$ cat src/rtl/wit_pkg.sv
`timescale 1ns/1ps
package wit_pkg;
  localparam int REG_W      = 8;
  localparam int CODE_W     = 3;
  localparam int NUM_TAPS   = 7;
  localparam int NUM_CODES  = 2 ** CODE_W;
  localparam logic [CODE_W-1:0] CODE_OFF = 3'b111;

  // register bit positions
  localparam int BIT_CODE_LO = 0;
  localparam int BIT_CLR     = 3;
  localparam int BIT_FLAG    = 4;
  localparam int BIT_IE      = 5;
  localparam int BIT_STABLE  = 6;
  localparam int BIT_SEL     = 7;

  // strobes from control to the counter datapath
  typedef struct packed {
    logic clrCnt;
    logic cntEn;
  } cntCmd_t;
endpackage

$ cat src/rtl/wit_sync.sv
`timescale 1ns/1ps
module wit_sync #(
  parameter int STAGES = 2
) (
  input  logic clk,
  input  logic rstN,
  input  logic asyncIn,
  output logic syncOut
);
  logic [STAGES-1:0] chain;

  always_ff @(posedge clk or negedge rstN) begin
    if (!rstN) chain <= '0;
    else       chain <= {chain[STAGES-2:0], asyncIn};
  end

  assign syncOut = chain[STAGES-1];
endmodule

$ cat src/rtl/wit_counter.sv
`timescale 1ns/1ps
module wit_counter
  import wit_pkg::*;
#(
  parameter int CNT_W  = 16,
  parameter int TAP_LO = 9   // must be >= 1 and TAP_LO+NUM_TAPS <= CNT_W
) (
  input  logic                clk,
  input  logic                rstN,
  input  cntCmd_t             cmd,
  output logic [NUM_TAPS-1:0] tapRise
);
  logic [CNT_W-1:0] cnt;

  always_ff @(posedge clk or negedge rstN) begin
    if (!rstN)           cnt <= '0;
    else if (cmd.clrCnt) cnt <= '0;
    else if (cmd.cntEn)  cnt <= cnt + 1'b1;
  end

  // a tap rises when the increment carries into it
  for (genvar g = 0; g < NUM_TAPS; g++) begin : tap_g
    localparam int TB = TAP_LO + g;
    assign tapRise[g] = cmd.cntEn && !cmd.clrCnt && !cnt[TB] && (&cnt[TB-1:0]);
  end

  p_clear_zero_r5: assert property (@(posedge clk) disable iff (!rstN)
    cmd.clrCnt |=> (cnt == '0));
  p_hold_idle_r10: assert property (@(posedge clk) disable iff (!rstN)
    (!cmd.cntEn && !cmd.clrCnt) |=> $stable(cnt));
  p_step_r10: assert property (@(posedge clk) disable iff (!rstN)
    (cmd.cntEn && !cmd.clrCnt) |=> (cnt == CNT_W'($past(cnt) + 1'b1)));
endmodule

$ cat src/rtl/wit_ctrl.sv
`timescale 1ns/1ps
module wit_ctrl
  import wit_pkg::*;
(
  input  logic                clk,
  input  logic                rstN,
  input  logic                wrEn,
  input  logic [REG_W-1:0]    wrData,
  input  logic                subTick,
  input  logic                stableSync,
  input  logic [NUM_TAPS-1:0] tapRise,
  output cntCmd_t             cmd,
  output logic [REG_W-1:0]    rdData,
  output logic                irq,
  output logic                wdogClkSel
);
  logic              selBit, ieBit, flagBit;
  logic [CODE_W-1:0] codeSel;
  logic [NUM_CODES-1:0] tapPad;
  logic              setEvt;
  logic              unusedStableWr;

  assign unusedStableWr = wrData[BIT_STABLE];

  assign cmd.clrCnt = wrEn && !wrData[BIT_CLR];
  assign cmd.cntEn  = subTick;

  // the code past the last tap selects a constant zero
  assign tapPad = {{(NUM_CODES-NUM_TAPS){1'b0}}, tapRise};
  assign setEvt = tapPad[codeSel];

  always_ff @(posedge clk or negedge rstN) begin
    if (!rstN) begin
      selBit  <= 1'b1;
      ieBit   <= 1'b0;
      codeSel <= '0;
    end else if (wrEn) begin
      selBit  <= wrData[BIT_SEL];
      ieBit   <= wrData[BIT_IE];
      codeSel <= wrData[BIT_CODE_LO +: CODE_W];
    end
  end

  always_ff @(posedge clk or negedge rstN) begin
    if (!rstN)                          flagBit <= 1'b0;
    else if (setEvt)                    flagBit <= 1'b1;
    else if (wrEn && !wrData[BIT_FLAG]) flagBit <= 1'b0;
  end

  assign rdData     = {selBit, stableSync, ieBit, flagBit, 1'b1, codeSel};
  assign irq        = flagBit & ieBit;
  assign wdogClkSel = selBit;

  p_flag_set_r3: assert property (@(posedge clk) disable iff (!rstN)
    setEvt |=> flagBit);
  p_flag_clear_r6: assert property (@(posedge clk) disable iff (!rstN)
    (wrEn && !wrData[BIT_FLAG] && !setEvt) |=> !flagBit);
  p_set_wins_r6: assert property (@(posedge clk) disable iff (!rstN)
    (setEvt && wrEn) |=> flagBit);
  p_code_off_quiet_r4: assert property (@(posedge clk) disable iff (!rstN)
    (codeSel == CODE_OFF && !flagBit && !wrEn) |=> !flagBit);
  p_sel_write_r9: assert property (@(posedge clk) disable iff (!rstN)
    wrEn |=> (wdogClkSel == $past(wrData[BIT_SEL])));
endmodule

$ cat src/rtl/watch_interval_timer.sv
`timescale 1ns/1ps
module watch_interval_timer
  import wit_pkg::*;
#(
  parameter int CNT_W       = 16,
  parameter int TAP_LO      = 9,
  parameter int SYNC_STAGES = 2
) (
  input  logic             clk,
  input  logic             rstN,
  input  logic             wrEn,
  input  logic [REG_W-1:0] wrData,
  output logic [REG_W-1:0] rdData,
  input  logic             subTick,
  input  logic             oscStable,
  output logic             irq,
  output logic             wdogClkSel
);
  cntCmd_t             cmd;
  logic [NUM_TAPS-1:0] tapRise;
  logic                stableSync;

  wit_sync #(.STAGES(SYNC_STAGES)) u_sync (
    .clk(clk), .rstN(rstN), .asyncIn(oscStable), .syncOut(stableSync));

  wit_counter #(.CNT_W(CNT_W), .TAP_LO(TAP_LO)) u_counter (
    .clk(clk), .rstN(rstN), .cmd(cmd), .tapRise(tapRise));

  wit_ctrl u_ctrl (
    .clk(clk), .rstN(rstN), .wrEn(wrEn), .wrData(wrData),
    .subTick(subTick), .stableSync(stableSync), .tapRise(tapRise),
    .cmd(cmd), .rdData(rdData), .irq(irq), .wdogClkSel(wdogClkSel));

  p_irq_needs_both_r7: assert property (@(posedge clk) disable iff (!rstN)
    irq |-> (rdData[BIT_IE] && rdData[BIT_FLAG]));
  p_stable_ignores_write_r8: assert property (@(posedge clk) disable iff (!rstN)
    (wrEn && $stable(oscStable)) |=> (rdData[BIT_STABLE] == $past(rdData[BIT_STABLE])
                                      || rdData[BIT_STABLE] == $past(oscStable, 2)));
endmodule

$ cat config.mk
export PLATFORM = sky130hd
export DESIGN_NAME = watch_interval_timer
export DESIGN_NICKNAME = d
export VERILOG_FILES = /design/src/rtl/wit_pkg.sv /design/src/rtl/wit_sync.sv /design/src/rtl/wit_counter.sv /design/src/rtl/wit_ctrl.sv /design/src/rtl/watch_interval_timer.sv
export SDC_FILE = /design/constraint.sdc
export NUM_CORES = 1
export LEC_CHECK = 0
export ABC_CLOCK_PERIOD_IN_PS = 2400
export BUFFER_PORTS_ARGS = -buffer_cell sky130_fd_sc_hd__clkbuf_2
export CAP_MARGIN = 20
export CORE_MARGIN = 2
export CORE_UTILIZATION = 29
export CTS_BUF_LIST = sky130_fd_sc_hd__clkbuf_2
export CTS_CLUSTER_DIAMETER = 100
export DETAILED_ROUTE_END_ITERATION = 6
export PLACE_DENSITY = 0.53
export SETUP_SLACK_MARGIN = 0.3
export SYNTH_ARGS = -nofsm -noshare
export SYNTH_HDL_FRONTEND = slang
export SYNTH_SLANG_ARGS = --single-unit
$ cat constraint.sdc
create_clock -name clk -period 2.4 [get_ports clk]
set_input_delay 0 -clock clk [delete_from_list [all_inputs] [get_ports clk]]
set_output_delay 0 -clock clk [all_outputs]
set_load 0.02 [all_outputs]
# [After elaboration in Yosys (flattened, before gate mapping)]
# Cells that the tools add are included.
[word_totals] reg_bits=24 wordCells=51
[classes] n_addsub=1 n_lt_le_gt_ge=1 muxes=6 n_bitwise=1 n_reduce_logical=36
[op_table] operator="two-way mux 16 bit" n=2
[op_table] operator="logical AND 1 bit" n=17
[op_table] operator="adder 16 x 1 -> 16 bit (second input constant)" n=1
[op_table] operator="AND reduction 15 bit" n=1
[op_table] operator="AND reduction 14 bit" n=1
[op_table] operator="AND reduction 13 bit" n=1
[op_table] operator="AND reduction 12 bit" n=1
[op_table] operator="AND reduction 11 bit" n=1
[op_table] operator="logical NOT 1 bit" n=10
[op_table] operator="AND reduction 10 bit" n=1
[op_table] operator="AND reduction 9 bit" n=1
[op_table] operator="less-than comparator 3 x 4 -> 1 bit (second input constant)" n=1
[op_table] operator="nonzero test 2 bit" n=2
[op_table] operator="binary-select mux 1 bit (select 3 bit)" n=1
[op_table] operator="two-way mux 1 bit" n=3
[op_table] operator="AND 1 bit" n=1

# [Logic depth before layout (Yosys ltp)]
# Gate-level depths: netlist of the first run.
[depth] depth_word=9 mapped_depth=9 depth_no_buf=9

# [Modules after synthesis]
# A second synthesis of the first run with hierarchy kept.
[unflattened] cells_unflattened=125 hier_area_um2=1290.0
[modules_own_cells] mod="wit_counter" n_inst=1 cells_each=93 area_each_um2=874.6
[modules_own_cells] mod="wit_ctrl" n_inst=1 cells_each=30 area_each_um2=365.4
[modules_own_cells] mod="wit_sync" n_inst=1 cells_each=2 area_each_um2=50.0

# [Least setup slack after synthesis of the first run]
# OpenSTA, ideal clock, no wires.
[synth_path] path_type="register -> register" from="register u_counter.cnt[0]" to="register u_ctrl.flagBit" setup_time_ns=0.127 arrival_time_ns=1.765 required_time_ns=2.273 path_slack_ns=0.508 stages_incl_launch_ff=10 n_path_buf=0 period_less_slack_ns=1.892 cell_sequence="dfrtp_1 > ha_1 > and3_1 > nand2_1 > inv_1 > ha_1 > nor2b_1 > o21ai_0 > o21ai_1 > a311o_2"
[synth_via] elab_chain_cells=5 word_cells_on_any_way=18
[synth_lines] item="from (decl)" line_no="wit_counter.sv:13" rtl="logic [CNT_W-1:0] cnt;"
[synth_lines] item="from (signal assigned)" line_no="wit_counter.sv:18" rtl="else if (cmd.cntEn) cnt <= cnt + 1'b1;"
[synth_lines] item="AND reduction 15 bit (tied with other cells)" line_no="wit_counter.sv:24" rtl="assign tapRise[g] = cmd.cntEn && !cmd.clrCnt && !cnt[TB] && (&cnt[TB-1:0]);"
[synth_lines] item="logical AND 1 bit" line_no="wit_counter.sv:24"
[synth_lines] item="binary-select mux 1 bit (select 3 bit) (*)" line_no="wit_ctrl.sv:30" rtl="assign setEvt = tapPad[codeSel];"
[synth_lines] item="two-way mux 1 bit (implied by the code) (*)" line_no="wit_ctrl.sv:30"
[synth_lines] item="two-way mux 1 bit or nonzero test 2 bit (tied branches)"
[synth_lines] item="to (signal assigned)" line_no="wit_ctrl.sv:45" rtl="if (!rstN) flagBit <= 1'b0;"
[synth_lines] item="to (signal assigned)" line_no="wit_ctrl.sv:46" rtl="else if (setEvt) flagBit <= 1'b1;"
[synth_lines] item="to (signal assigned)" line_no="wit_ctrl.sv:47" rtl="else if (wrEn && !wrData[BIT_FLAG]) flagBit <= 1'b0;"
[synth_lines] item="to (decl)" line_no="wit_ctrl.sv:17" rtl="logic selBit, ieBit, flagBit;"
# Every way passes the cells marked *; elsewhere a longest branch is shown, timed or not. The select of a mux whose other input is x is not followed.
# A chain may end at the register's enable or synchronous reset.

# [Worst setup path in the final report of the first run]
# Same ends and word-level chain as after synthesis.

==> flow_summary.json, run 1 <==
{
  "status": "completed",
  "worst_setup_hold_path_clk_slew_ns": 0.23,
  "cts_max_level": 1,
  "antenna_cells": 0,
  "leakage_nw": 0.7256,
  "hold_violations": 0,
  "detail_route.drc_violations": 0,
  "critical_path_startpoint": "u_counter.cnt[0]",
  "clk_path_buf_depth": 2,
  "mappedNetlistNets": 144,
  "die_area_mm2": 0.004925,
  "gr-total-overflow": 0,
  "grt_start_max_net_pins": 25,
  "grt_setup_unrepaired": "no",
  "synth_seq_area_share": 0.4739,
  "start_kind": "flip-flop",
  "die_width_um": 70.18,
  "timing.final.ws_setup_ns": 0.4386,
  "timing.rr.end": "u_ctrl.flagBit",
  "placement_rows": 24,
  "fill_cells": 427,
  "min_path_type": "in -> reg",
  "final_cells": 205,
  "setup.worst_path.class": "reg -> reg",
  "final_min_period_over_clock_period": 0.8172,
  "tightestPinTransition_ns": 0.5779,
  "drt_first_iter_violations": 59,
  "path_cells": "ha_2 > and3_4 > nand2_4 > inv_1 > ha_1 > nor2b_1 > o211ai_1 > a2111oi_2 > a311o_2",
  "syn_avg_cell_area_um2": 9.845,
  "clock-sinks": 24,
  "critical_path_peak_fanout": 5,
  "dp.cells": 189,
  "clock_tree.root_cell": "sky130_fd_sc_hd__clkbuf_2",
  "fraction_of_the_core_area_covered_by_cells_at_the_end_of_the_flow": 0.3587,
  "synthCells": 129,
  "worst_skew_pair.late_latency_ns": 0.34,
  "synth_cell_type_count": 34,
  "routed_wire_length_um": 2347,
  "maximum_cell_stage_delay_along_the_critical_path_ns": 0.45,
  "crit_end": "u_ctrl.flagBit",
  "synth-async-reset-ratio": 1.000,
  "drv_cap": 0,
  "cts_inserted_buffers": 3,
  "layout_min_cycle_time_ns": 1.961,
  "route.vias.total": 979,
  "antenna_left": 0,
  "ys_top_cells_by_area": "sky130_fd_sc_hd__dfrtp_1 (45%), sky130_fd_sc_hd__xor2_1 (5.5%), sky130_fd_sc_hd__nor2_1 (4.4%)",
  "ff2ff_path_depth": 9,
  "final-setup-viol-count": 0,
  "groute.usage.overall": 0.1038,
  "worst_ir_drop_vdd_uv": 272.8,
  "detail_route.wl_per_cell_um": 11.45,
  "worstSetupPathDepth": 9,
  "drive_above_1_share": 0.2418,
  "postSynth.topFlopCell": "sky130_fd_sc_hd__dfrtp_1",
  "gpl.final_weighted_congestion": 0.8043,
  "synth_top_cell_area_share": 0.4532,
  "io-pin-count": 23,
  "setup-tns-final_ns": 0,
  "area_growth_syn_to_layout_pct": 21.28,
  "timing.critical_path.required_ns": 2.64,
  "cell_type_group_with_the_largest_total_delay_on_the_critical_path": "compound AO/OA/AOI/OAI gates",
  "firstDrtPassIters": 2,
  "starting_density_of_the_core": 0.2957,
  "buffer_ports.inserted": 20,
  "timing.critical_path.to_type": "flip-flop",
  "arrival_ns": 2.21,
  "multi_input_comb_area_um2": 595.6,
  "post_synthesis_cell_type_with_the_largest_combined_area": "sky130_fd_sc_hd__dfrtp_1",
  "placeableCoreArea_mm2": 0.004294,
  "crit_slowest_cell": "sky130_fd_sc_hd__dfrtp_1",
  "finalMaxSlewViolations": 0,
  "synth-edff-count": 0,
  "setup.reg_to_reg.worst_slack_ns": 0.44,
  "yosysWarnings": 0,
  "global_route_wire_length_before_repair_um": 4181,
  "max_slew_margin": 0.6148,
  "first_global_vias": 971,
  "dp_hpwl_um": 1663,
  "register_area_um2": 601.8,
  "design.final.nets": 169,
  "max_clock_freq_ghz": 0.5099,
  "synthesis.area_mm2": 0.001270,
  "place_ws_ns": 0.3574,
  "die_y_um": 70.18,
  "r2r_start": "u_counter.cnt[0]",
  "grt_antenna_before_repair": 0,
  "yosys_register_bits": 24,
  "cp_num_buf_inv": 1,
  "worst_clock_skew_ns": 0.01454,
  "cts_tree": "built",
  "vias_per_cell": 4.776,
  "powerDensity_mw_per_mm2": 581.7
}
[worst min path at each step]
stage	from	to	slack, ns	cells after the start
2_1_floorplan	rstN	u_counter.cnt[0]	-0.30	0
3_3_place_gp	rstN	u_counter.cnt[7]	0.03	1
3_5_place_dp	rstN	u_sync.chain[1]	0.03	1
4_1_cts	wrEn	u_ctrl.ieBit	0.02	2
5_1_grt	wrEn	u_ctrl.ieBit	0.02	2
6_report	wrEn	u_ctrl.ieBit	0.04	2
[sequential cells by signal (all words and copies together), names as in the netlist]
name and flops:
u_counter.cnt 16, u_ctrl.codeSel 3, u_sync.chain 2, u_ctrl.flagBit 1, u_ctrl.ieBit 1, u_ctrl.wdogClkSel 1
[layer usage]
metal  share of wire  vias to the layer above  global-route usage
met1            0.47                      478              0.1265
met3           0.019                        2             0.01299
met5               0                        -                   0
li1                -                      490                   -
met2            0.50                        9              0.1799
met4           0.014                        0             0.05128
[final cells by class]
class / instances / area share
Sequential cell: 24 / 0.3907
Multi-Input combinational cell: 89 / 0.3867
Timing Repair Buffer: 32 / 0.1413
Tap cell: 52 / 0.04224
Clock inverter: 1 / 0.01950
Clock buffer: 3 / 0.009748
Inverter: 4 / 0.009748
[where the power goes]
group | switching [mW] | internal, mW | leakage, nW | total (mW)
clock network | 0.121 | 0.144 | 0.0266 | 0.264
logic | 0.0842 | 0.0770 | 0.385 | 0.161
registers | 0.0306 | 0.440 | 0.314 | 0.470
[synth_stat cells (2+ instances only)]
master and instances:
sky130_fd_sc_hd__dfrtp_1 23, sky130_fd_sc_hd__nor2_1 15, sky130_fd_sc_hd__nand2_1 8, sky130_fd_sc_hd__xor2_1 8, sky130_fd_sc_hd__o21ai_0 7, sky130_fd_sc_hd__a21oi_1 5
sky130_fd_sc_hd__buf_4 5, sky130_fd_sc_hd__nand3_1 5, sky130_fd_sc_hd__nand4_1 5, sky130_fd_sc_hd__and3_1 4, sky130_fd_sc_hd__clkbuf_1 4, sky130_fd_sc_hd__inv_1 4
sky130_fd_sc_hd__mux2_2 4, sky130_fd_sc_hd__or3_1 4, sky130_fd_sc_hd__and2_1 3, sky130_fd_sc_hd__and4_1 2, sky130_fd_sc_hd__buf_6 2, sky130_fd_sc_hd__ha_1 2
sky130_fd_sc_hd__mux2i_1 2, sky130_fd_sc_hd__o211ai_1 2, sky130_fd_sc_hd__xnor2_1 2
[placed cells by master, fill, tap and decap left out, drive strengths merged]
cell type,instances
xnor2,2
o31ai,1
nand4,5
or3,4
buf,1
dlygate4sd3,11
mux2i,2
and2,3
mux2,4
dfrtp,23
nand3,5
clkbuf,23
and3b,1
ha,2
and3,4
a2111oi,1
and4,2
nor2,15
conb,1
or4b,1
nand2,8
xor2,8
nor3b,1
o32ai,1
o211ai,2
nor2b,2
inv,4
a311o,1
a21oi,5
o21ai,8
dfstp,1
bufinv,1
[repair_timing]
item | CTS | global route
hold buffers | 11 | 0
cloned | 0 | 0
hold endpoints to repair | 46 | 0
buffers inserted | 0 | 1
gates resized for setup | 1 | 8
setup endpoints to repair | 1 | 1
pin swaps | 0 | 2
[logic make-up (layout without fill, tap and decap cells)]
kind of cell,count (synthesis),count (layout),share of synthesized area
and+or+nand+nor,51,51,0.2167
AOI/OAI and AO/OA,19,19,0.09162
muxes,6,6,0.05123
adders and majority gates,2,2,0.01970
DFF,24,24,0.4739
buffers and inverters,16,40,0.07487
xor gates and xnor gates,10,10,0.06897
other,1,1,0.002953
[per-stage QoR]
step	total power, mW	hold slack [ns]	area, um^2
3_3_place_gp	0.6091	0.03079	1355
4_1_cts	0.9014	0.01978	1511
3_5_place_dp	0.6171	0.03421	1355
5_1_grt	0.9526	0.02293	1540
6_report	0.8959	0.04078	1540
2_1_floorplan	0.5809	-0.2956	1270
Power figures use the tool's default switching activity.
==> run 2, diff against run 1 <==
ABC_AREA = 1   (was not set)
ABC_CLOCK_PERIOD_IN_PS = 1900   (was 2400)
clock period = 1.9 ns   (was 2.4 ns; I/O delays follow)
==> run 2 against run 1 <==
Net effect:
- non-clock buffer count increased by 9
- worst hold slack got worse by 0.097 ns
- synthesized cell count increased by 33%
- largest power group unchanged
- register-to-register slack got worse by 0.08 ns
- clock-buffer cell count unchanged
- synthesized area increased by 5.1%
- utilization increased by 2.8 points
- critical path depth increased by 3
- the run now ends with hold timing left
- fmax increased by 28%
- first-iteration DRC count increased by 24%
- sequential share of layout area decreased by 3.5 points
- highest routed layer unchanged
- sequential cell count unchanged
- critical endpoint unchanged
==> flow_summary.json, run 2 <==
{
  "min_path_type": "in -> reg",
  "synth_seq_area_share": 0.4508,
  "worst_setup_hold_path_clk_slew_ns": 0.24,
  "synth_top_cell_area_share": 0.4311,
  "cts_tree": "built",
  "gpl.final_weighted_congestion": 0.8590,
  "largest_register": "u_counter.cnt",
  "clock_tree.root_cell": "sky130_fd_sc_hd__clkbuf_2",
  "synthCells": 172,
  "starting_density_of_the_core": 0.3045,
  "routed_wire_length_um": 3014,
  "grt_start_max_net_pins": 25,
  "post-route-cell-area_mm2": 0.001694,
  "final-setup-viol-count": 0,
  "global_route_wire_length_before_repair_um": 5388,
  "powerDensity_mw_per_mm2": 574.2,
  "antenna_left": 0,
  "die_area_mm2": 0.005162,
  "synthesis.area_mm2": 0.001335,
  "clock-sinks": 24,
  "worst_skew_pair.late_latency_ns": 0.35,
  "antenna_cells": 0,
  "setup.worst_path.class": "reg -> reg",
  "commonest_non_fill_non_tap_cell_in_the_layout": "sky130_fd_sc_hd__nand2_1",
  "setup-tns-final_ns": 0,
  "die_width_um": 71.85,
  "post_dp_cell_area_mm2": 0.001450,
  "status": "finished, violations left",
  "register_area_um2": 603.1,
  "most-common-layout-cells": "sky130_fd_sc_hd__nand2_1 (41), sky130_fd_sc_hd__clkbuf_2 (23), sky130_fd_sc_hd__dfrtp_1 (22)",
  "max_slew_margin": 0.5992,
  "firstDrtPassIters": 4,
  "violations": "hold timing",
  "syn_avg_cell_area_um2": 7.762,
  "groute.usage.overall": 0.1308,
  "design.final.nets": 225,
  "ys_top_cells_by_count": "sky130_fd_sc_hd__nand2_1 (41), sky130_fd_sc_hd__dfrtp_1 (23), sky130_fd_sc_hd__nor2_1 (20)",
  "timing.final.ws_setup_ns": 0.3634,
  "io-pin-count": 23,
  "hold_violations": 2,
  "synth.most_common_cell": "sky130_fd_sc_hd__nand2_1",
  "place_ws_ns": 0.2594,
  "dp_hpwl_um": 2028,
  "placeableCoreArea_mm2": 0.004384,
  "cts_inserted_buffers": 3,
  "synth_cell_type_count": 28,
  "start_kind": "flip-flop",
  "critical_path_peak_fanout": 3,
  "reg_top3": "u_counter.cnt (16), u_ctrl.codeSel (3), u_sync.chain (2)",
  "fill_cells": 448,
  "clk_path_buf_depth": 2,
  "first_global_vias": 1267,
  "tightestPinTransition_ns": 0.6012,
  "route.vias.total": 1231,
  "yosys_register_bits": 24,
  "multi_input_comb_area_um2": 633.1,
  "grt_antenna_before_repair": 0,
  "smallest_hold_slack_ns": -0.05597,
  "synth-edff-count": 0,
  "finalMaxSlewViolations": 0,
  "yosysWarnings": 0,
  "worst_clock_skew_ns": 0.007107,
  "drive_above_1_share": 0.2297,
  "placement_rows": 24,
  "grt_setup_unrepaired": "yes",
  "max_clock_freq_ghz": 0.6508,
  "cts_max_level": 1,
  "detail_route.drc_violations": 0,
  "drv_cap": 0,
  "gr-total-overflow": 0,
  "detail_route.wl_per_cell_um": 11.55,
  "worst_ir_drop_vdd_uv": 203.0,
  "ys_top_cells_by_area": "sky130_fd_sc_hd__dfrtp_1 (43%), sky130_fd_sc_hd__nand2_1 (12%), sky130_fd_sc_hd__nor2_1 (5.6%)",
  "buffer_ports.inserted": 20,
  "postSynth.topFlopCell": "sky130_fd_sc_hd__dfrtp_1",
  "synth-async-reset-ratio": 1.000,
  "number_of_flip_flops_under_the_largest_register_name": 16,
  "vias_per_cell": 4.716,
  "timing.critical_path.to_type": "flip-flop",
  "area_growth_syn_to_layout_pct": 26.90,
  "mappedNetlistNets": 187,
  "drt_first_iter_violations": 73,
  "final_min_period_over_clock_period": 0.8088,
  "post_synthesis_cell_type_with_the_largest_combined_area": "sky130_fd_sc_hd__dfrtp_1",
  "leakage_nw": 0.8203,
  "layout_min_cycle_time_ns": 1.537,
  "die_y_um": 71.85,
  "timing.critical_path.required_ns": 2.18,
  "arrival_ns": 1.81
}
-- run 2: cell types whose count changed after synthesis, sizes merged, moves of 3 or more --
| cell | change |
|---|---|
| nor3 | +7 |
| and3 | -4 |
| inv | +17 |
| clkbuf | -4 |
| mux2 | -4 |
| nor2 | +8 |
| o21ai | +3 |
| nand4 | +3 |
| and2 | -3 |
| nand2 | +36 |
| a21oi | +3 |
| xor2 | -7 |
| or3 | -4 |
-- run 2: what timing repair did --
| action | 4_1_cts | 5_1_grt |
|---|---|---|
| pin swaps | 1 | 6 |
| resized for setup | 3 | 8 |
| setup endpoints to repair | 1 | 6 |
| setup buffers | 2 | 4 |
| hold buffers | 18 | 0 |
| hold endpoints to repair | 30 | 0 |
-- run 2: metal layers --
metal | routed length [um] | global-route usage | vias up | part of all wire
met1 | 1377 | 0.1630 | 569 | 0.46
met3 | 129 | 0.02250 | 7 | 0.043
met2 | 1447 | 0.2233 | 28 | 0.48
met5 | 0 | 0 | - | 0
met4 | 59 | 0.05451 | 0 | 0.020
li1 | - | - | 627 | -
-- run 2: power breakdown --
group / leakage (nW) / total (mW) / internal, mW / switching (mW)
Clock: 0.0140 / 0.208 / 0.0457 / 0.162
Sequential: 0.314 / 0.565 / 0.541 / 0.0247
Combinational: 0.492 / 0.200 / 0.0906 / 0.109
-- run 2: final cells by class --
type,instances,share of cell area
repair buffers,41,0.1728
inverters,21,0.04801
flip-flops and latches,24,0.3560
well taps,52,0.03840
multi-input cells,119,0.3737
clock inverters,1,0.002216
clock buffers,3,0.008863
-- run 2: kinds of logic (layout without fill, tap and decap cells) --
family | Yosys count | after routing | synth area share
xor gates and xnor gates | 1 | 1 | 0.006562
DFF | 24 | 24 | 0.4508
adders and majority gates | 2 | 2 | 0.01874
buffers and inverters | 29 | 66 | 0.1022
other | 1 | 1 | 0.002809
AOI/OAI and AO/OA | 25 | 25 | 0.1078
and+or+nand+nor | 90 | 90 | 0.3112
-- run 2: path summary, 6_finish.rpt --
path / start / endpoint / slack, ns / cells after the start
min in group asynchronous: rstN / u_counter.cnt[7] / 0.14 / 2
max: u_counter.cnt[1] / u_ctrl.flagBit / 0.36 / 12
min: wrEn / u_ctrl.codeSel[2] / -0.06 / 2
min reg2reg: u_sync.chain[0] / u_sync.chain[1] / 0.38 / 0
max in group asynchronous: rstN / u_counter.cnt[8] / 1.35 / 2
max reg2reg: u_counter.cnt[1] / u_ctrl.flagBit / 0.36 / 12
-- run 2: worst max-delay path, stage by stage, from the launching register on --
cell                      delay (ns)
sky130_fd_sc_hd__dfrtp_1        0.44
sky130_fd_sc_hd__ha_2           0.20
sky130_fd_sc_hd__inv_2          0.06
sky130_fd_sc_hd__nor2_4         0.05
sky130_fd_sc_hd__nand2_4        0.10
sky130_fd_sc_hd__inv_4          0.04
sky130_fd_sc_hd__ha_4           0.15
sky130_fd_sc_hd__a21oi_2        0.16
sky130_fd_sc_hd__nor3_2         0.05
sky130_fd_sc_hd__nand2_1        0.06
sky130_fd_sc_hd__nand2_1        0.04
sky130_fd_sc_hd__nand2_1        0.05
sky130_fd_sc_hd__nand2_1        0.05
-- run 2: metrics by stage --
step	total power [mW]	cells	hold slack, ns	util
final	0.9727	261	-0.05597	0.3864
after global routing	1.030	261	0.004667	0.3864
after CTS	0.9759	261	0.03037	0.3818
after detailed placement	0.7230	237	0.04273	0.3308
after global placement	0.7210	237	0.04809	0.3308
after floorplan	0.6785	172	-0.2956	-
==> run 3, diff against run 2 <==
ABC_AREA = 0   (was 1)
ABC_CLOCK_PERIOD_IN_PS = 1300   (was 1900)
PLACE_DENSITY = 0.55   (was 0.53)
clock period = 1.3 ns   (was 1.9 ns; I/O delays follow)
==> run 3 against run 2 <==
Net effect:
- the run ends with setup timing left
- critical path depth shrank 2
- clock skew grew 0.0083 ns
- total power grew 77%
- register-to-register slack lost 0.92 ns
- die area shrank 4.6%
- largest power group unchanged
==> flow_summary.json, run 3 (same netlist as run 1, synthesis figures left out) <==
{
  "placeableCoreArea_mm2": 0.004294,
  "leakage_nw": 0.9315,
  "start_kind": "flip-flop",
  "power_frac_seq": 0.501,
  "die_area_mm2": 0.004925,
  "starting_density_of_the_core": 0.2957,
  "worst_skew_pair.late_latency_ns": 0.34,
  "timing.critical_path.to_type": "flip-flop",
  "final_min_period_over_clock_period": 1.432,
  "drv_cap": 0,
  "clk_path_buf_depth": 2,
  "routed_wire_length_um": 3092,
  "drt_first_iter_violations": 22,
  "clock-sinks": 24,
  "most-common-layout-cells": "sky130_fd_sc_hd__buf_4 (22), sky130_fd_sc_hd__dfrtp_1 (21), sky130_fd_sc_hd__buf_6 (16)",
  "gr-total-overflow": 0,
  "max_clock_freq_ghz": 0.5373,
  "arrival_ns": 2.11,
  "critical_path_peak_fanout": 2,
  "gpl.final_weighted_congestion": 0.7319,
  "switching_share": 0.2963,
  "timing.critical_path.required_ns": 1.55,
  "worst_clock_skew_ns": 0.01536,
  "setup-tns-final_ns": -3.030,
  "holdPathStages": 4,
  "global_route_wire_length_before_repair_um": 5285,
  "fraction_of_the_core_area_covered_by_cells_at_the_end_of_the_flow": 0.4656,
  "groute.usage.overall": 0.1324,
  "tightestPinTransition_ns": 0.6238,
  "finalMaxSlewViolations": 0,
  "area_growth_syn_to_layout_pct": 57.44,
  "antenna_cells": 0,
  "number_of_flip_flops_under_the_largest_register_name": 16,
  "buffer_ports.inserted": 20,
  "layout_min_cycle_time_ns": 1.861,
  "dp_hpwl_um": 2063,
  "hold_violations": 0,
  "worst_setup_hold_path_clk_slew_ns": 0.22,
  "reg_top3": "u_counter.cnt (16), u_ctrl.codeSel (3), u_sync.chain (2)",
  "min_path_type": "in -> reg",
  "timing.final.ws_setup_ns": -0.5612,
  "powerDensity_mw_per_mm2": 863.2,
  "max_slew_margin": 0.5841,
  "fill_cells": 403,
  "firstDrtPassIters": 4,
  "pwr-share-comb": 0.328,
  "cts_max_level": 1,
  "grt_setup_unrepaired": "yes",
  "status": "finished, violations left",
  "worst_ir_drop_vdd_uv": 318.2,
  "cts_tree": "built",
  "violations": "setup timing",
  "grt_start_max_net_pins": 25,
  "design.final.nets": 203,
  "io-pin-count": 23,
  "final-setup-viol-count": 14,
  "cell_internal_pwr_mw": 1.214,
  "clock_tree.root_cell": "sky130_fd_sc_hd__clkbuf_2",
  "detail_route.drc_violations": 0,
  "antenna_left": 0,
  "largest_register": "u_counter.cnt",
  "grt_antenna_before_repair": 0,
  "setup.worst_path.class": "reg -> reg",
  "ff2ff_path_depth": 10,
  "commonest_non_fill_non_tap_cell_in_the_layout": "sky130_fd_sc_hd__buf_4",
  "die_width_um": 70.18,
  "cts_inserted_buffers": 3,
  "detail_route.wl_per_cell_um": 12.94,
  "drive_above_1_share": 0.4920,
  "clkPwrFrac": 0.171,
  "vias_per_cell": 4.707,
  "route.vias.total": 1125,
  "die_y_um": 70.18,
  "switching_power_uw": 511.3,
  "placement_rows": 24,
  "first_global_vias": 1206
}
run 3: cell count changes in the layout (fill, tap and decap cells not counted), sizes merged, moves of 5 or more:
cell         previous run  this run
inv                    21         4
buf                     7        44
xor2                    1         8
dlygate4sd3            14         9
nor2                   23        15
nand2                  44         8
nor3                    7         0
clkbuf                 23        16
run 3: worst max-delay path, cell delays in order (launching register included):
cell and delay [ns]:
sky130_fd_sc_hd__dfrtp_1 0.45, sky130_fd_sc_hd__ha_2 0.19, sky130_fd_sc_hd__and3_4 0.16, sky130_fd_sc_hd__nand2_4 0.07, sky130_fd_sc_hd__inv_4 0.03, sky130_fd_sc_hd__ha_4 0.14, sky130_fd_sc_hd__nor2b_4 0.12, sky130_fd_sc_hd__buf_6 0.11
sky130_fd_sc_hd__o21ai_2 0.10, sky130_fd_sc_hd__o21ai_1 0.06, sky130_fd_sc_hd__a311o_2 0.34
run 3: power groups by stage:
stage	sequential (mW)	clock (mW)	combinational, mW
after floorplan	0.886	0	0.205
after global placement	0.865	0	0.356
after detailed placement	0.871	0	0.370
after CTS	0.859	0.317	0.480
after global routing	0.875	0.349	0.620
final	0.864	0.295	0.567
run 3: final timing paths:
path,start,end,slack [ns]
worst max-delay path,u_counter.cnt[0],u_ctrl.flagBit,-0.56
worst max register to register,u_counter.cnt[0],u_ctrl.flagBit,-0.56
worst min register to register,u_sync.chain[0],u_sync.chain[1],0.38
worst min-delay path,wrData[3],u_ctrl.flagBit,0.10
max in group asynchronous,rstN,u_ctrl.codeSel[0],0.69
min in group asynchronous,rstN,u_sync.chain[1],0.16
run 3: layout make-up:
class | instances | area, um^2 | share of cell area
Tap cell | 52 | 65.06 | 0.03254
Clock inverter | 1 | 3.754 | 0.001877
Clock buffer | 3 | 15.01 | 0.007509
Multi-Input combinational cell | 89 | 694.4 | 0.3473
Sequential cell | 24 | 604.3 | 0.3023
Timing Repair Buffer | 66 | 599.3 | 0.2997
Inverter | 4 | 17.52 | 0.008761
run 3: per-layer routing:
metal,up-vias,track usage,share of wire
li1,556,-,-
met1,555,0.1448,0.40
met2,12,0.2561,0.56
met3,2,0.01587,0.018
met4,0,0.05128,0.012
met5,-,0,0
run 3: timing repair:
action / 4_1_cts / 5_1_grt
endpoints found under the setup margin: 21 / 26
setup buffers: 8 / 4
hold buffers: 9 / 0
hold endpoints to repair: 30 / 0
gates resized for setup: 38 / 26
gates cloned: 0 / 0
pin swaps: 16 / 15
run 3: metrics by stage:
stage	instances	worst slack, ns	instance area [um^2]	total power [mW]	hold slack (ns)
3_5_place_dp	214	-0.5808	1570	1.241	0.05128
5_1_grt	239	-0.6573	1999	1.843	0.09735
6_report	239	-0.5612	1999	1.726	0.1012
3_3_place_gp	214	-0.4902	1570	1.221	0.03869
2_1_floorplan	129	-0.4941	1314	1.091	-0.2956
4_1_cts	235	-0.5702	1896	1.656	0.07680
